==> src/rtl/bsp_pkg.sv <==
package bsp_pkg;
    localparam int BYTE_W = 8;
    localparam int ADDR_W = 16;
    localparam int LEN_W  = 15;
    localparam int BIT_CNT_W = $clog2(BYTE_W);

    typedef enum logic [2:0] {
        ST_IDLE,
        ST_ADDR_HI,
        ST_ADDR_LO,
        ST_CTRL,
        ST_LEN_LO,
        ST_WRITE,
        ST_READ,
        ST_DRAIN
    } bsp_state_e;
endpackage

==> src/rtl/bsp_sync_edge.sv <==
module bsp_sync_edge #(
    parameter int STAGES = 2
) (
    input  logic clk,
    input  logic rst_n,
    input  logic sclk,
    input  logic mosi,
    input  logic cs_n,
    output logic sclk_rise,
    output logic sclk_fall,
    output logic mosi_s,
    output logic active
);
    logic [STAGES-1:0] sclk_sh;
    logic [STAGES-1:0] mosi_sh;
    logic [STAGES-1:0] csn_sh;
    logic              sclk_d;

    always_ff @(posedge clk or negedge rst_n) begin
        if (!rst_n) begin
            sclk_sh <= '0;
            mosi_sh <= '0;
            csn_sh  <= '1;
            sclk_d  <= 1'b0;
        end else begin
            sclk_sh <= {sclk_sh[STAGES-2:0], sclk};
            mosi_sh <= {mosi_sh[STAGES-2:0], mosi};
            csn_sh  <= {csn_sh[STAGES-2:0], cs_n};
            sclk_d  <= sclk_sh[STAGES-1];
        end
    end

    assign sclk_rise = sclk_sh[STAGES-1] & ~sclk_d;
    assign sclk_fall = ~sclk_sh[STAGES-1] & sclk_d;
    assign mosi_s    = mosi_sh[STAGES-1];
    assign active    = ~csn_sh[STAGES-1];
endmodule

==> src/rtl/bsp_shifter.sv <==
module bsp_shifter
    import bsp_pkg::*;
(
    input  logic              clk,
    input  logic              rst_n,
    input  logic              active,
    input  logic              sclk_rise,
    input  logic              sclk_fall,
    input  logic              mosi_s,
    input  logic              tx_load,
    input  logic [BYTE_W-1:0] tx_data,
    output logic              byte_vld,
    output logic [BYTE_W-1:0] byte_data,
    output logic              miso
);
    logic [BIT_CNT_W-1:0] bit_cnt_q;
    logic [BYTE_W-2:0]    rx_q;
    logic [BYTE_W-1:0]    tx_q;

    always_ff @(posedge clk or negedge rst_n) begin
        if (!rst_n) begin
            bit_cnt_q <= '0;
            rx_q      <= '0;
            tx_q      <= '0;
            byte_vld  <= 1'b0;
            byte_data <= '0;
        end else if (!active) begin
            // frame closed: any partial byte is dropped
            bit_cnt_q <= '0;
            rx_q      <= '0;
            tx_q      <= '0;
            byte_vld  <= 1'b0;
        end else begin
            byte_vld <= 1'b0;
            if (sclk_rise) begin
                rx_q      <= {rx_q[BYTE_W-3:0], mosi_s};
                bit_cnt_q <= bit_cnt_q + 1'b1;
                if (bit_cnt_q == BIT_CNT_W'(BYTE_W-1)) begin
                    byte_data <= {rx_q, mosi_s};
                    byte_vld  <= 1'b1;
                end
            end
            if (tx_load) begin
                tx_q <= tx_data;
            end else if (sclk_fall && bit_cnt_q != '0) begin
                tx_q <= {tx_q[BYTE_W-2:0], 1'b0};
            end
        end
    end

    assign miso = tx_q[BYTE_W-1];

    p_idle_clear_r9: assert property (@(posedge clk) disable iff (!rst_n)
        !active |=> (bit_cnt_q == '0 && !byte_vld));
    p_miso_idle_r10: assert property (@(posedge clk) disable iff (!rst_n)
        !active |=> !miso);
    p_byte_pulse_r1: assert property (@(posedge clk) disable iff (!rst_n)
        byte_vld |=> !byte_vld);
endmodule

==> src/rtl/bsp_ctrl.sv <==
module bsp_ctrl
    import bsp_pkg::*;
(
    input  logic              clk,
    input  logic              rst_n,
    input  logic              active,
    input  logic              byte_vld,
    input  logic [BYTE_W-1:0] byte_data,
    input  logic [BYTE_W-1:0] mem_rdata,
    output logic              mem_we,
    output logic              mem_re,
    output logic [ADDR_W-1:0] mem_addr,
    output logic [BYTE_W-1:0] mem_wdata,
    output logic              tx_load,
    output logic [BYTE_W-1:0] tx_data
);
    bsp_state_e        state_q, state_d;
    logic [ADDR_W-1:0] addr_q, addr_d;
    logic              wr_q, wr_d;
    logic [LEN_W-BYTE_W-1:0] len_hi_q, len_hi_d;
    logic [LEN_W-1:0]  cnt_q, cnt_d;
    logic              rd_pend_q;
    logic [LEN_W-1:0]  len_full;

    assign len_full = {len_hi_q, byte_data};

    // outputs
    always_comb begin
        mem_re = byte_vld &&
                 ((state_q == ST_LEN_LO && !wr_q && len_full != '0) ||
                  (state_q == ST_READ && cnt_q != '0));
        mem_we    = byte_vld && (state_q == ST_WRITE);
        mem_addr  = addr_q;
        mem_wdata = byte_data;
        tx_load   = rd_pend_q ||
                    (byte_vld && ((state_q == ST_READ && cnt_q == '0) ||
                                  state_q == ST_DRAIN));
        tx_data   = rd_pend_q ? mem_rdata : '0;
    end

    // next state
    always_comb begin
        state_d  = state_q;
        addr_d   = addr_q;
        wr_d     = wr_q;
        len_hi_d = len_hi_q;
        cnt_d    = cnt_q;
        unique case (state_q)
            ST_IDLE: if (active) state_d = ST_ADDR_HI;
            ST_ADDR_HI: if (byte_vld) begin
                addr_d[ADDR_W-1:BYTE_W] = byte_data;
                state_d = ST_ADDR_LO;
            end
            ST_ADDR_LO: if (byte_vld) begin
                addr_d[BYTE_W-1:0] = byte_data;
                state_d = ST_CTRL;
            end
            ST_CTRL: if (byte_vld) begin
                wr_d     = byte_data[BYTE_W-1];
                len_hi_d = byte_data[LEN_W-BYTE_W-1:0];
                state_d  = ST_LEN_LO;
            end
            ST_LEN_LO: if (byte_vld) begin
                if (len_full == '0) begin
                    state_d = ST_DRAIN;
                end else if (wr_q) begin
                    cnt_d   = len_full;
                    state_d = ST_WRITE;
                end else begin
                    cnt_d   = len_full - 1'b1;
                    addr_d  = addr_q + 1'b1;
                    state_d = ST_READ;
                end
            end
            ST_WRITE: if (byte_vld) begin
                addr_d = addr_q + 1'b1;
                cnt_d  = cnt_q - 1'b1;
                if (cnt_q == LEN_W'(1)) state_d = ST_DRAIN;
            end
            ST_READ: if (byte_vld) begin
                if (cnt_q != '0) begin
                    addr_d = addr_q + 1'b1;
                    cnt_d  = cnt_q - 1'b1;
                end else begin
                    state_d = ST_DRAIN;
                end
            end
            ST_DRAIN: state_d = ST_DRAIN;
            default:  state_d = ST_IDLE;
        endcase
        if (!active) state_d = ST_IDLE;
    end

    // state register
    always_ff @(posedge clk or negedge rst_n) begin
        if (!rst_n) begin
            state_q   <= ST_IDLE;
            addr_q    <= '0;
            wr_q      <= 1'b0;
            len_hi_q  <= '0;
            cnt_q     <= '0;
            rd_pend_q <= 1'b0;
        end else begin
            state_q   <= state_d;
            addr_q    <= addr_d;
            wr_q      <= wr_d;
            len_hi_q  <= len_hi_d;
            cnt_q     <= cnt_d;
            rd_pend_q <= mem_re && active;
        end
    end

    p_access_framed_r9: assert property (@(posedge clk) disable iff (!rst_n)
        (mem_we || mem_re) |-> active);
    p_exclusive_r11: assert property (@(posedge clk) disable iff (!rst_n)
        mem_we |-> !mem_re);
    p_drain_quiet_r6: assert property (@(posedge clk) disable iff (!rst_n)
        (state_q == ST_DRAIN) |-> !(mem_we || mem_re));
    p_addr_wrap_r5: assert property (@(posedge clk) disable iff (!rst_n)
        ((mem_we || mem_re) && addr_q == '1) |=> (addr_q == '0));
endmodule

==> src/rtl/burst_spi_slave.sv <==
module burst_spi_slave
    import bsp_pkg::*;
#(
    parameter int SYNC_STAGES = 2
) (
    input  logic              clk,
    input  logic              rst_n,
    input  logic              spi_sclk,
    input  logic              spi_cs_n,
    input  logic              spi_mosi,
    output logic              spi_miso,
    output logic              mem_re,
    output logic              mem_we,
    output logic [ADDR_W-1:0] mem_addr,
    output logic [BYTE_W-1:0] mem_wdata,
    input  logic [BYTE_W-1:0] mem_rdata
);
    logic              sclk_rise, sclk_fall, mosi_s, active;
    logic              byte_vld, tx_load;
    logic [BYTE_W-1:0] byte_data, tx_data;

    bsp_sync_edge #(.STAGES(SYNC_STAGES)) u_sync (
        .clk(clk), .rst_n(rst_n),
        .sclk(spi_sclk), .mosi(spi_mosi), .cs_n(spi_cs_n),
        .sclk_rise(sclk_rise), .sclk_fall(sclk_fall),
        .mosi_s(mosi_s), .active(active)
    );

    bsp_shifter u_shift (
        .clk(clk), .rst_n(rst_n), .active(active),
        .sclk_rise(sclk_rise), .sclk_fall(sclk_fall), .mosi_s(mosi_s),
        .tx_load(tx_load), .tx_data(tx_data),
        .byte_vld(byte_vld), .byte_data(byte_data), .miso(spi_miso)
    );

    bsp_ctrl u_ctrl (
        .clk(clk), .rst_n(rst_n), .active(active),
        .byte_vld(byte_vld), .byte_data(byte_data), .mem_rdata(mem_rdata),
        .mem_we(mem_we), .mem_re(mem_re), .mem_addr(mem_addr),
        .mem_wdata(mem_wdata), .tx_load(tx_load), .tx_data(tx_data)
    );
endmodule

==> config.mk <==
export PLATFORM = sky130hd
export DESIGN_NAME = burst_spi_slave
export DESIGN_NICKNAME = d
export VERILOG_FILES = /design/src/rtl/bsp_pkg.sv /design/src/rtl/bsp_sync_edge.sv /design/src/rtl/bsp_shifter.sv /design/src/rtl/bsp_ctrl.sv /design/src/rtl/burst_spi_slave.sv
export SDC_FILE = /design/constraint.sdc
export NUM_CORES = 1
export LEC_CHECK = 0
export BUFFER_PORTS_ARGS = -buffer_cell sky130_fd_sc_hd__buf_4
export CORE_UTILIZATION = 54
export CTS_CLUSTER_DIAMETER = 150
export DETAILED_ROUTE_END_ITERATION = 16
export HOLD_SLACK_MARGIN = 0.06
export PLACE_DENSITY = 0.76
export SYNTH_ARGS = -nofsm -noshare
export SYNTH_HDL_FRONTEND = slang
export SYNTH_HIERARCHICAL = 1
export SYNTH_SLANG_ARGS = --single-unit
==> constraint.sdc <==
create_clock -name clk -period 2.5 [get_ports clk]
set_input_delay 0.375 -clock clk [delete_from_list [all_inputs] [get_ports clk]]
set_output_delay 0.375 -clock clk [all_outputs]
set_load 0.01 [all_outputs]
==> results of run 1 <==
## final timing paths
path / from / to / slack, ps / cells past startpoint
setup / recovery: u_ctrl/cnt_q[1] / mem_re / -40 / 8
max in group asynchronous: rst_n / u_sync/csn_sh[1] / 1580 / 3
min in group asynchronous: rst_n / u_ctrl/mem_addr[9] / 540 / 3
hold reg to reg: u_sync/mosi_sh[0] / u_sync/mosi_sh[1] / 350 / 0
hold / removal: spi_cs_n / u_sync/csn_sh[0] / 110 / 1
setup reg to reg: u_ctrl/cnt_q[1] / u_shift/tx_q[2] / 10 / 10
## critical path, delay by kind of cell (launching register included)
| kind | cells | cell delay (ps) |
|---|---|---|
| buffers and inverters | 3 | 420 |
| DFF | 1 | 400 |
| AOI/OAI and AO/OA | 1 | 80 |
| and+or+nand+nor | 3 | 770 |
| adders and majority gates | 1 | 130 |
## per-stage QoR
stage	instances	hold WS [ps]	setup slack (ps)	cell area [um2]	TNS, ps
2_1_floorplan	473	79.4	20.6	4570	0
3_5_place_dp	610	339	-20.4	5040	-34.2
5_1_grt	631	94.7	-138	5330	-1260
4_1_cts	631	103	-15.9	5330	-15.9
6_report	631	112	-36.8	5330	-36.8
3_3_place_gp	610	333	81.6	5040	0
## logic make-up after synthesis
| group | Yosys count | synth area share (%) |
|---|---|---|
| multiplexers | 40 | 10.1 |
| adder cells (fa/ha/maj) | 7 | 1.92 |
| flip-flops | 77 | 42.2 |
| AO/OA/AOI/OAI | 114 | 17.7 |
| XOR/XNOR | 13 | 2.49 |
| buffers and inverters | 52 | 5.78 |
| AND/OR/NAND/NOR | 170 | 19.8 |
## Yosys cell counts (4+ instances only)
cell type / instances / area, um2
a21oi_1: 17 / 85.1
a221o_1: 4 / 40.0
a22o_1: 14 / 123
a31oi_1: 6 / 37.5
and2_1: 11 / 68.8
buf_2: 4 / 20.0
buf_4: 8 / 60.1
clkbuf_1: 20 / 75.1
dfrtp_1: 75 / 1880
ha_1: 7 / 87.6
inv_1: 15 / 56.3
mux2_2: 15 / 169
mux2_4: 8 / 120
mux2i_1: 17 / 170
nand2_1: 32 / 120
nand2b_1: 7 / 43.8
nand3_1: 15 / 75.1
nand4_1: 9 / 56.3
nor2_1: 43 / 161
nor2b_1: 7 / 43.8
nor3_1: 12 / 60.1
nor4_1: 5 / 31.3
o211ai_1: 5 / 37.5
o21ai_0: 26 / 130
o22a_1: 5 / 43.8
o22ai_1: 4 / 25.0
o31ai_1: 6 / 45.0
or3_1: 6 / 37.5
xnor2_1: 4 / 35.0
xor2_1: 9 / 78.8
## registers in the layout (all words and copies together), names as in the netlist, 2 cells and up
signal,flops
u_ctrl/mem_addr,16
u_ctrl/cnt_q,15
u_shift/byte_data,8
u_shift/tx_q,8
u_ctrl/len_hi_q,7
u_shift/rx_q,7
u_ctrl/state_q,3
u_shift/bit_cnt_q,3
u_sync/csn_sh,2
u_sync/mosi_sh,2
u_sync/sclk_sh,2
## area by class of cell
cell class,count,area (um2)
repair buffers,73,588
flip-flops and latches,77,1930
fillers,667,2890
well taps,105,131
inverters,16,60.1
multi-input cells,344,2410
clock buffers,9,124
clock inverters,7,86.3
## per-layer routing
metal  track usage (%)  wire (um)  vias to the layer above
met4              8.46        180                        0
met1              36.2       4960                     1948
li1                  -          -                     1828
met3              4.45        516                       13
met2              43.9       5440                      140
met5                 0          0                        -
## report_power, final
part           internal (uW)  switching [uW]  leakage [uW]
combinational            126             161       0.00141
sequential              1270            69.5       0.00105
clock                    486             535      0.000105
## repair_timing
action	in CTS	in global routing
gates resized for setup	8	0
buffers inserted	4	0
hold endpoints to repair	67	0
endpoints found under the setup margin	8	22
hold buffers	1	0
==> results.md, run 1 <==
* Max Cap Viol at 0
* Crit path launch type: register
* Slew @ Worst Pin at roughly 530 ps
* DP HPWL at 7700 um
* Worst rel slew slack at 64.4%
* Gr ovfl total at 0
* Avg WL per Cell at roughly 18 um
* Initial antenna violation count at 0
* Final hold vios at 0
* Min-delay worst type: primary input to register
* Initial core utilization at a little under three fifths
* I/O Buffers at 39
* Total CTS buffers at 9
* Clock tree buffer depth at 2
* Chip width at approximately 94 um
* Synthesized flop and latch total at 77
* Total core area at about 8200 um2
* Critical path's largest stage delay at roughly 480 ps
* Overall Global Routing Usage at between 20% and 30%
* Drt pass-1 iters at 5
* Crit-path max FO at 3
* Clock latency on the worst-skew pair at 360 ps
* Vias in the first global route at 3,693
* Global-route wire length before repair at 18,200 um
* CP Cell Sequence: inv_2 -> ha_4 -> or4b_4 -> nor4_4 -> buf_4 -> nand2b_4 -> a211oi_4 -> buf_4
* Vias post-DR at 3,929
* Worst-path clk slew at around 100 ps
* Most frequent cells in the layout: dfrtp_1, buf_4, nor2_1
* Number of synthesized flops with an enable pin at 0
* Final #Nets at approximately 540
* Synth cell types at 67
* Post-Syn Area at approximately 4600 um2
* CP Capture Type: primary output
* Most common cell after layout, fill and taps aside: dfrtp_1
* WS Path Type: register to primary output
* Pwr Density at around 500 nW/um2
* Synth-to-Final Area Change at 16.7%
* Slowest stage cell on the critical path: or4b_4
* Overall power at 2650 uW
* # H-tree levels at 3
* Syn Area/Cell at slightly below 10 um2
* Lkg Pwr at between 0.002 and 0.003 uW
* DIE AREA at 8830 um2
* Crit path DAT at between 2000 and 2500 ps
* Total number of yosys warnings at 6
* Final period util at 101%
* Setup WS post-layout at -36.8 ps
* Post-synth net total at 493
* RSZ-0062 raised after global routing: true
* Gpl congestion at 0.903
* Pins over their slew limit at 0
* # DRC at 0
* Worst EP required at roughly 2100 ps
* Crit-path most repeated cell: buf_4
* Clock Skew at approximately 13 ps
* Post-synth ARST share at 100%
* CTS tree: yes
* Max Clk Rate at 394 MHz
* Rows at 33
* Status: finished with violations
* Num Clock Sinks at just under 80
* Synth Flop Type: dfrtp_1
* Root Buffer: clkbuf_8
* Largest net degree at the start of global routing at between 70 and 80
* Ant diodes at 0
* Fin util at between 60% and 70%
* Antenna-violating nets left at 0
* Sequential fraction of the synthesis area at between 40 and 50%
* Mapped Cells at ~470
* Layout cells sized above 1 at 25.1%
* Failing checks: setup timing
* Final Setup Violations at 1
* DR iter-0 viols at between 300 and 400
* Chip height at 94.0 um
* Ports at 40
* Final critical-path required period at 2540 ps
* Via density per instance at between 6 and 7
* Final WL at 11,100 um
* Worst VDD drop at roughly 300 uV
(Power assumes the default switching activity.)
==> inputs of run 2 (changes only) <==
Settings changed: SYNTH_HIERARCHICAL 1 to unset.
==> run 2 against run 1 <==
Critical path type unchanged. Final cell count shrank 0.63%. Clock power shrank 13%. Area after synthesis shrank 5.0%. The flow now finishes without violations. Largest cell class unchanged.
==> results.md, run 2 <==
* Status: complete, no violations
* Cell family with most CP delay: compound AO/OA/AOI/OAI gates
* Register-to-register setup slack at 170 ps (+160 ps)
* Largest cells by area after synthesis: dfrtp_1, nand2_1, o21ai_0
* Worst rel slew slack at 52.7% (-12 points)
* Crit path DAT at 2030 ps (-130 ps)
* Rows at 32 (-3.0%)
* WP buf/inv at 2 (-1)
* Synthesized flop and latch total at 77 (unchanged)
* # DRC at 0 (unchanged)
* Overall Global Routing Usage at 26.7% (-0.12 points)
* Num Clock Sinks at 77 (unchanged)
* Hold Slack at 129 ps (+17.1 ps)
* CP startpoint: u_shift.byte_data[1]
* Total CTS buffers at 9 (unchanged)
* Worst EP required at 2120 ps (about the same)
* Synth top area share at 43.3% (+2.2 points)
* Most frequent cells in the layout: buf_4, dfrtp_1, nand2_1
* Synth Flop Type: dfrtp_1
* RSZ-0062 raised after global routing: false
* Most numerous cell in the Yosys netlist: dfrtp_1
* Critical path's largest stage delay at 400 ps (-80 ps)
* Pins over their slew limit at 0 (unchanged)
* Syn Area/Cell at 9.37 um2 (-3.0%)
* Clock Skew at 9.32 ps (-3.64 ps)
* Max Cap Viol at 0 (unchanged)
* Layout cells sized above 1 at 25.5% (+0.43 points)
* Drt pass-1 iters at 5 (unchanged)
* # fillers at 629 (-5.7%)
* Sequential fraction of the synthesis area at 44.5% (+2.2 points)
* Most common cell after layout, fill and taps aside: buf_4
* DR iter-0 viols at 265 (-24%)
* Overall power at 2590 uW (-2.2%)
* Area after DPL at 4800 um2 (-4.9%)
* Crit-path max FO at 3 (unchanged)
* Vias post-DR at 3,702 (-5.8%)
* Final #Nets at 540 (-0.18%)
* Ports at 40 (unchanged)
* Fin util at 66.5% (+1.6 points)
* Vias in the first global route at 3,599 (-2.5%)
* Root Buffer: clkbuf_8
* Total number of yosys warnings at 0 (-6)
* CP Cell Sequence: inv_4 -> ha_4 -> nor4b_4 -> a41oi_2 -> nand2_2 -> o32ai_2 -> and2_4 -> buf_4
* Chip width at 91.6 um (-2.5%)
* Global-route wire length before repair at 17,500 um (-3.4%)
* Gr ovfl total at 0 (unchanged)
* Ant diodes at 0 (unchanged)
* Synth cell types at 66 (-1.5%)
* Crit path launch type: register
* Via density per instance at 5.90 (-5.2%)
* Post-synth ARST share at 100% (unchanged)
* Final Setup Violations at 0 (-1)
* Clock latency on the worst-skew pair at 350 ps (about the same)
* Chip height at 91.6 um (-2.5%)
* Synth top cells by count: dfrtp_1, nand2_1, nor2_1, o21ai_0, a21oi_1
* Min-delay worst type: primary input to register
* Largest net degree at the start of global routing at 78 (unchanged)
* # H-tree levels at 3 (unchanged)
* Slowest stage cell on the critical path: dfrtp_2
* Slew @ Worst Pin at 709 ps (+183 ps)
* WS Path Type: register to primary output
* Initial antenna violation count at 0 (unchanged)
* Mapped Cells at 463 (-2.1%)
* DIE AREA at 8400 um2 (-4.9%)
* Avg WL per Cell at 16.8 um (-4.6%)
* Final critical-path required period at 2410 ps (-127 ps)
* Worst slack, placed at -28.9 ps (-8.54 ps)
* Number of synthesized flops with an enable pin at 0 (unchanged)
* Largest register FFs at 16 (unchanged)
* Post-Syn Area at 4340 um2 (-5.0%)
* Clock tree buffer depth at 2 (unchanged)
* Post-synth net total at 483 (-2.0%)
* Gpl congestion at 0.879 (-2.7%)
* Worst VDD drop at 432 uV (+44%)
* Final WL at 10,500 um (-5.2%)
* CP Capture Type: primary output
* I/O Buffers at 39 (unchanged)
* Worst r2r src: u_shift.byte_data[1]
* HP Start: spi_cs_n
* Max Clk Rate at 415 MHz (+5.3%)
* Synth-to-Final Area Change at 19.0%
* CTS tree: yes
* Final period util at 96.4% (-5.1 points)
* Post-synth top area cell: dfrtp_1
* Pwr Density at 501 nW/um2 (+0.92%)
* Final hold vios at 0 (unchanged)
* Final instance area at 5160 um2 (-3.1%)
* Antenna-violating nets left at 0 (unchanged)
* Worst-path clk slew at 80 ps (-20 ps)
* Initial core utilization at 55.8% (+0.25 points)
* Lkg Pwr at 0.00236 uW (-8.2%)
* Total core area at 7770 um2 (-5.5%)
* DP HPWL at 7300 um (-5.3%)
* Setup WS post-layout at 90.2 ps (+127 ps)
-- run 2: changes by cell type after synthesis, moves of 9 or more --
cell     delta
nand2_1    +24
mux2i_1    -10
a22o_1     -14
and2_1      -9
o21ai_0    +15
a21oi_1    +22
-- run 2: worst reg2reg max path, delay by kind of cell, from the launching register on --
kind	cells	cell delay [ps]
AOI/OAI and AO/OA	4	1220
DFF	1	400
and+or+nand+nor	2	260
buffers and inverters	2	200
adders and majority gates	1	170
-- run 2: final cells by class --
cell class	count	area [um2]	share of cell area [%]
timing repair buffer	76	586	11.3
sequential	77	1930	37.4
clock buffer	11	141	2.74
clock inverter	5	42.5	0.824
inverter	8	32.5	0.630
tap	102	128	2.47
multi-input combinational	348	2300	44.6
-- run 2: worst paths after layout --
check                                     endpoint  depth (start not counted)
worst min-delay path              u_sync.csn_sh[0]                          1
worst min register to register   u_sync.sclk_sh[1]                          0
min in group asynchronous         u_ctrl.cnt_q[10]                          3
max in group asynchronous         u_sync.csn_sh[1]                          3
worst max-delay path                        mem_re                          8
worst max register to register  u_ctrl.mem_addr[4]                          9
-- run 2: cell families (layout without fill, tap and decap cells) --
family,count (synthesis),in the layout,share of synthesized area (%)
and+or+nand+nor,176,176,21.3
AOI/OAI and AO/OA,128,128,18.9
DFF,77,77,44.5
buffers and inverters,38,100,4.67
muxes,23,23,5.77
xor gates and xnor gates,14,14,2.83
adders and majority gates,7,7,2.02
-- run 2: what timing repair did --
action	CTS	global route
setup endpoints to repair	3	8
hold endpoints to repair	72	0
cloned	0	0
setup buffers	5	5
resized for setup	12	11
hold buffers	1	0
pin swaps	3	4
-- run 2: report_power, final --
| part | switching, uW | total, uW | internal [uW] |
|---|---|---|---|
| Combinational | 230 | 403 | 173 |
| Sequential | 33.4 | 1300 | 1270 |
| Clock | 485 | 884 | 399 |
-- run 2: layer usage --
metal	global-route usage, %	vias up	wire length, um
met1	34.0	1806	4490
met5	0	-	0
met3	6.63	18	542
met4	7.80	0	162
met2	44.9	115	5320
li1	-	1763	-
-- run 2: per-stage QoR --
stage,TNS [ps],instances
floorplan,0,463
global placement,0,600
detailed placement,-43.4,600
CTS,0,622
global route,0,627
finish,0,627
==> inputs of run 3 (changes only) <==
--- a/config.mk
+++ b/config.mk
@@ -12,4 +12,5 @@
 export HOLD_SLACK_MARGIN = 0.06
 export PLACE_DENSITY = 0.76
+export SLEW_MARGIN = 15
 export SYNTH_ARGS = -nofsm -noshare
 export SYNTH_HDL_FRONTEND = slang
==> constraint.sdc (replaced) <==
create_clock -name clk -period 2.5 [get_ports clk]
set_input_delay 0.375 -clock clk [delete_from_list [all_inputs] [get_ports clk]]
set_output_delay 0.375 -clock clk [all_outputs]
set_load 0.1 [all_outputs]
==> run 3 against run 2 <==
Routed wire length rose by 1.4%. Combinational power rose by 1%. Clock power fell by 4.3%. Non-clock buffer count fell by 1. Clock-buffer cell count fell by 1. Sequential power barely moved. Register-to-register slack got worse by 80 ps. Clock skew fell by 1.4 ps. Setup slack got worse by 87 ps. Final cell count fell by 0.16%. Design area rose by 0.19%.
==> results.md, run 3 (synthesis results as in run 2) <==
* Highest routed layer: met4
* I/O Buffers at 39 (unchanged)
* Ports at 40 (unchanged)
* Clock tree buffer depth at 2 (unchanged)
* Fin util at 66.6% (+0.13 points)
* Min-delay worst type: primary input to register
* Total core area at 7770 um2 (unchanged)
* Vias in the first global route at 3,576 (-0.64%)
* DIE AREA at 8400 um2 (unchanged)
* Gr ovfl total at 0 (unchanged)
* Via density per instance at 5.95 (+0.84%)
* NetSw at 753 uW (+0.62%)
* Num Clock Sinks at 77 (unchanged)
* Initial core utilization at 55.8% (unchanged)
* Setup_tns at 0 ps (unchanged)
* Max Cap Viol at 0 (unchanged)
* Worst r2r src: u_ctrl.cnt_q[1]
* Synth-to-Final Area Change at 19.3%
* Worst EP required at 2120 ps (about the same)
* Initial antenna violation count at 0 (unchanged)
* Final Setup Violations at 0 (unchanged)
* Most common cell after layout, fill and taps aside: buf_4
* Slew @ Worst Pin at 722 ps (+12.9 ps)
* CP Capture Type: primary output
* Comb power frac at 15.9% (+0.3 points)
* DR iter-0 viols at 394 (+49%)
* Clock latency on the worst-skew pair at 350 ps (about the same)
* Register area at 1940 um2 (+0.65%)
* Register-to-register setup slack at 90 ps (-80 ps)
* Worst Hold Depth at 1 (unchanged)
* Crit path launch type: register
* Worst-path clk slew at 80 ps (about the same)
* Vias post-DR at 3,727 (+0.68%)
* Global-route wire length before repair at 17,500 um (-0.27%)
* Largest net degree at the start of global routing at 45 (-42%)
* Rows at 32 (unchanged)
* Drt pass-1 iters at 5 (unchanged)
* Multi-input logic area at 2280 um2 (-1.1%)
* Pins over their slew limit at 0 (unchanged)
* Status: complete, no violations
* Clock Power Share at 32.9% (-1.2 points)
* HP Start: spi_cs_n
* Final period util at 99.9% (+3.5 points)
* # H-tree levels at 3 (unchanged)
* Final #Nets at 539 (-0.19%)
* Lkg Pwr at 0.00235 uW (-0.48%)
* Most frequent cells in the layout: buf_4, dfrtp_1, nand2_1
* Overall Global Routing Usage at 26.5% (-0.13 points)
* Switch share at 29.3% (+0.40 points)
* WL met3 at 514 um (-5.2%)
* Final critical-path required period at 2500 ps (+87.3 ps)
* Chip width at 91.6 um (unchanged)
* Final WL at 10,700 um (+1.4%)
* Sequential share of power at 51.2% (+0.9 points)
* Worst rel slew slack at 51.4% (-1.3 points)
* Avg WL per Cell at 17.0 um (+1.6%)
* Antenna-violating nets left at 0 (unchanged)
* WS Path Type: register to primary output
* Root Buffer: clkbuf_8
* M1 WL at 4700 um (+4.7%)
* Crit-path max FO at 3 (unchanged)
* Largest register FFs at 16 (unchanged)
* RSZ-0062 raised after global routing: true
* Reg2Reg Depth at 10 (+1)
* RR Endpoint: u_ctrl.cnt_q[0]
* Routed wl met2 at 5310 um (-0.24%)
* Ant diodes at 0 (unchanged)
* Gpl congestion at 0.961 (+9.3%)
* DP HPWL at 7290 um (-0.14%)
* # fillers at 649 (+3.2%)
* Max Clk Rate at 400 MHz (-3.5%)
* Final hold vios at 0 (unchanged)
* # DRC at 0 (unchanged)
* CTS tree: yes
* Final instance area at 5170 um2 (+0.19%)
* Hold endpoint: u_sync.csn_sh[0]
* Layout cells sized above 1 at 25.6% (+0.049 points)
* Pwr Density at 497 nW/um2 (-0.94%)
* Total CTS buffers at 9 (unchanged)
* Clock Skew at 7.96 ps (-1.37 ps)
* Chip height at 91.6 um (unchanged)
* Int Pwr at 1820 uW (-1.3%)
* Area after DPL at 4840 um2 (+0.86%)
* Crit path DAT at 2120 ps (+90 ps)
* Worst VDD drop at 511 uV (+18%)
run 3: how the worst max path moves through the flow:
stage                        end            startpoint  slack (ps)
after floorplan           mem_re  u_shift.byte_data[7]          40
after global placement    mem_re  u_shift.byte_data[1]         190
after detailed placement  mem_re  u_shift.byte_data[1]          70
after CTS                 mem_re       u_ctrl.cnt_q[1]           3
after global routing      mem_re  u_shift.byte_data[0]         -70
final                     mem_re  u_shift.byte_data[1]           3
run 3: per-layer routing:
layer / global-route usage, % / vias to the layer above
li1: - / 1766
met3: 5.39 / 12
met5: 0 / -
met1: 35.0 / 1825
met2: 44.9 / 124
met4: 6.35 / 0
run 3: per-stage QoR:
step / total power [uW] / hold WS, ps / cells / setup slack (ps)
finish: 2570 / 127 / 626 / 2.91
detailed placement: 1740 / 340 / 600 / 71.5
global route: 2660 / 102 / 626 / -68.6
CTS: 2580 / 113 / 619 / 3.15
global placement: 1730 / 335 / 600 / 193
floorplan: 1580 / 79.4 / 463 / 40.0
run 3: cell type report:
cell class	count	area share, %
Sequential cell	77	37.6
Inverter	8	0.677
Clock inverter	6	0.895
Clock buffer	10	2.47
Tap cell	102	2.47
Multi-Input combinational cell	348	44.0
Timing Repair Buffer	75	11.9
run 3: power groups by stage:
stage	Sequential (uW)	Combinational [uW]	Clock, uW
floorplan	1310	275	0
global placement	1330	394	0
detailed placement	1340	400	0
CTS	1310	406	861
global route	1320	439	901
finish	1310	409	846
run 3: critical path: stages, from the launching register on:
cell and delay, ps:
dfrtp_4 440, inv_4 50, ha_4 170, nor4b_4 140, a41oi_2 230, nand2_1 120
o32ai_2 240, and2_4 210, buf_12 170
run 3: repair_timing:
action | CTS | global route
hold buffers | 1 | 0
resized for setup | 15 | 4
setup buffers | 2 | 7
endpoints found under the hold margin | 33 | 0
endpoints found under the setup margin | 1 | 5
pin swaps | 2 | 4
gates cloned | 0 | 0
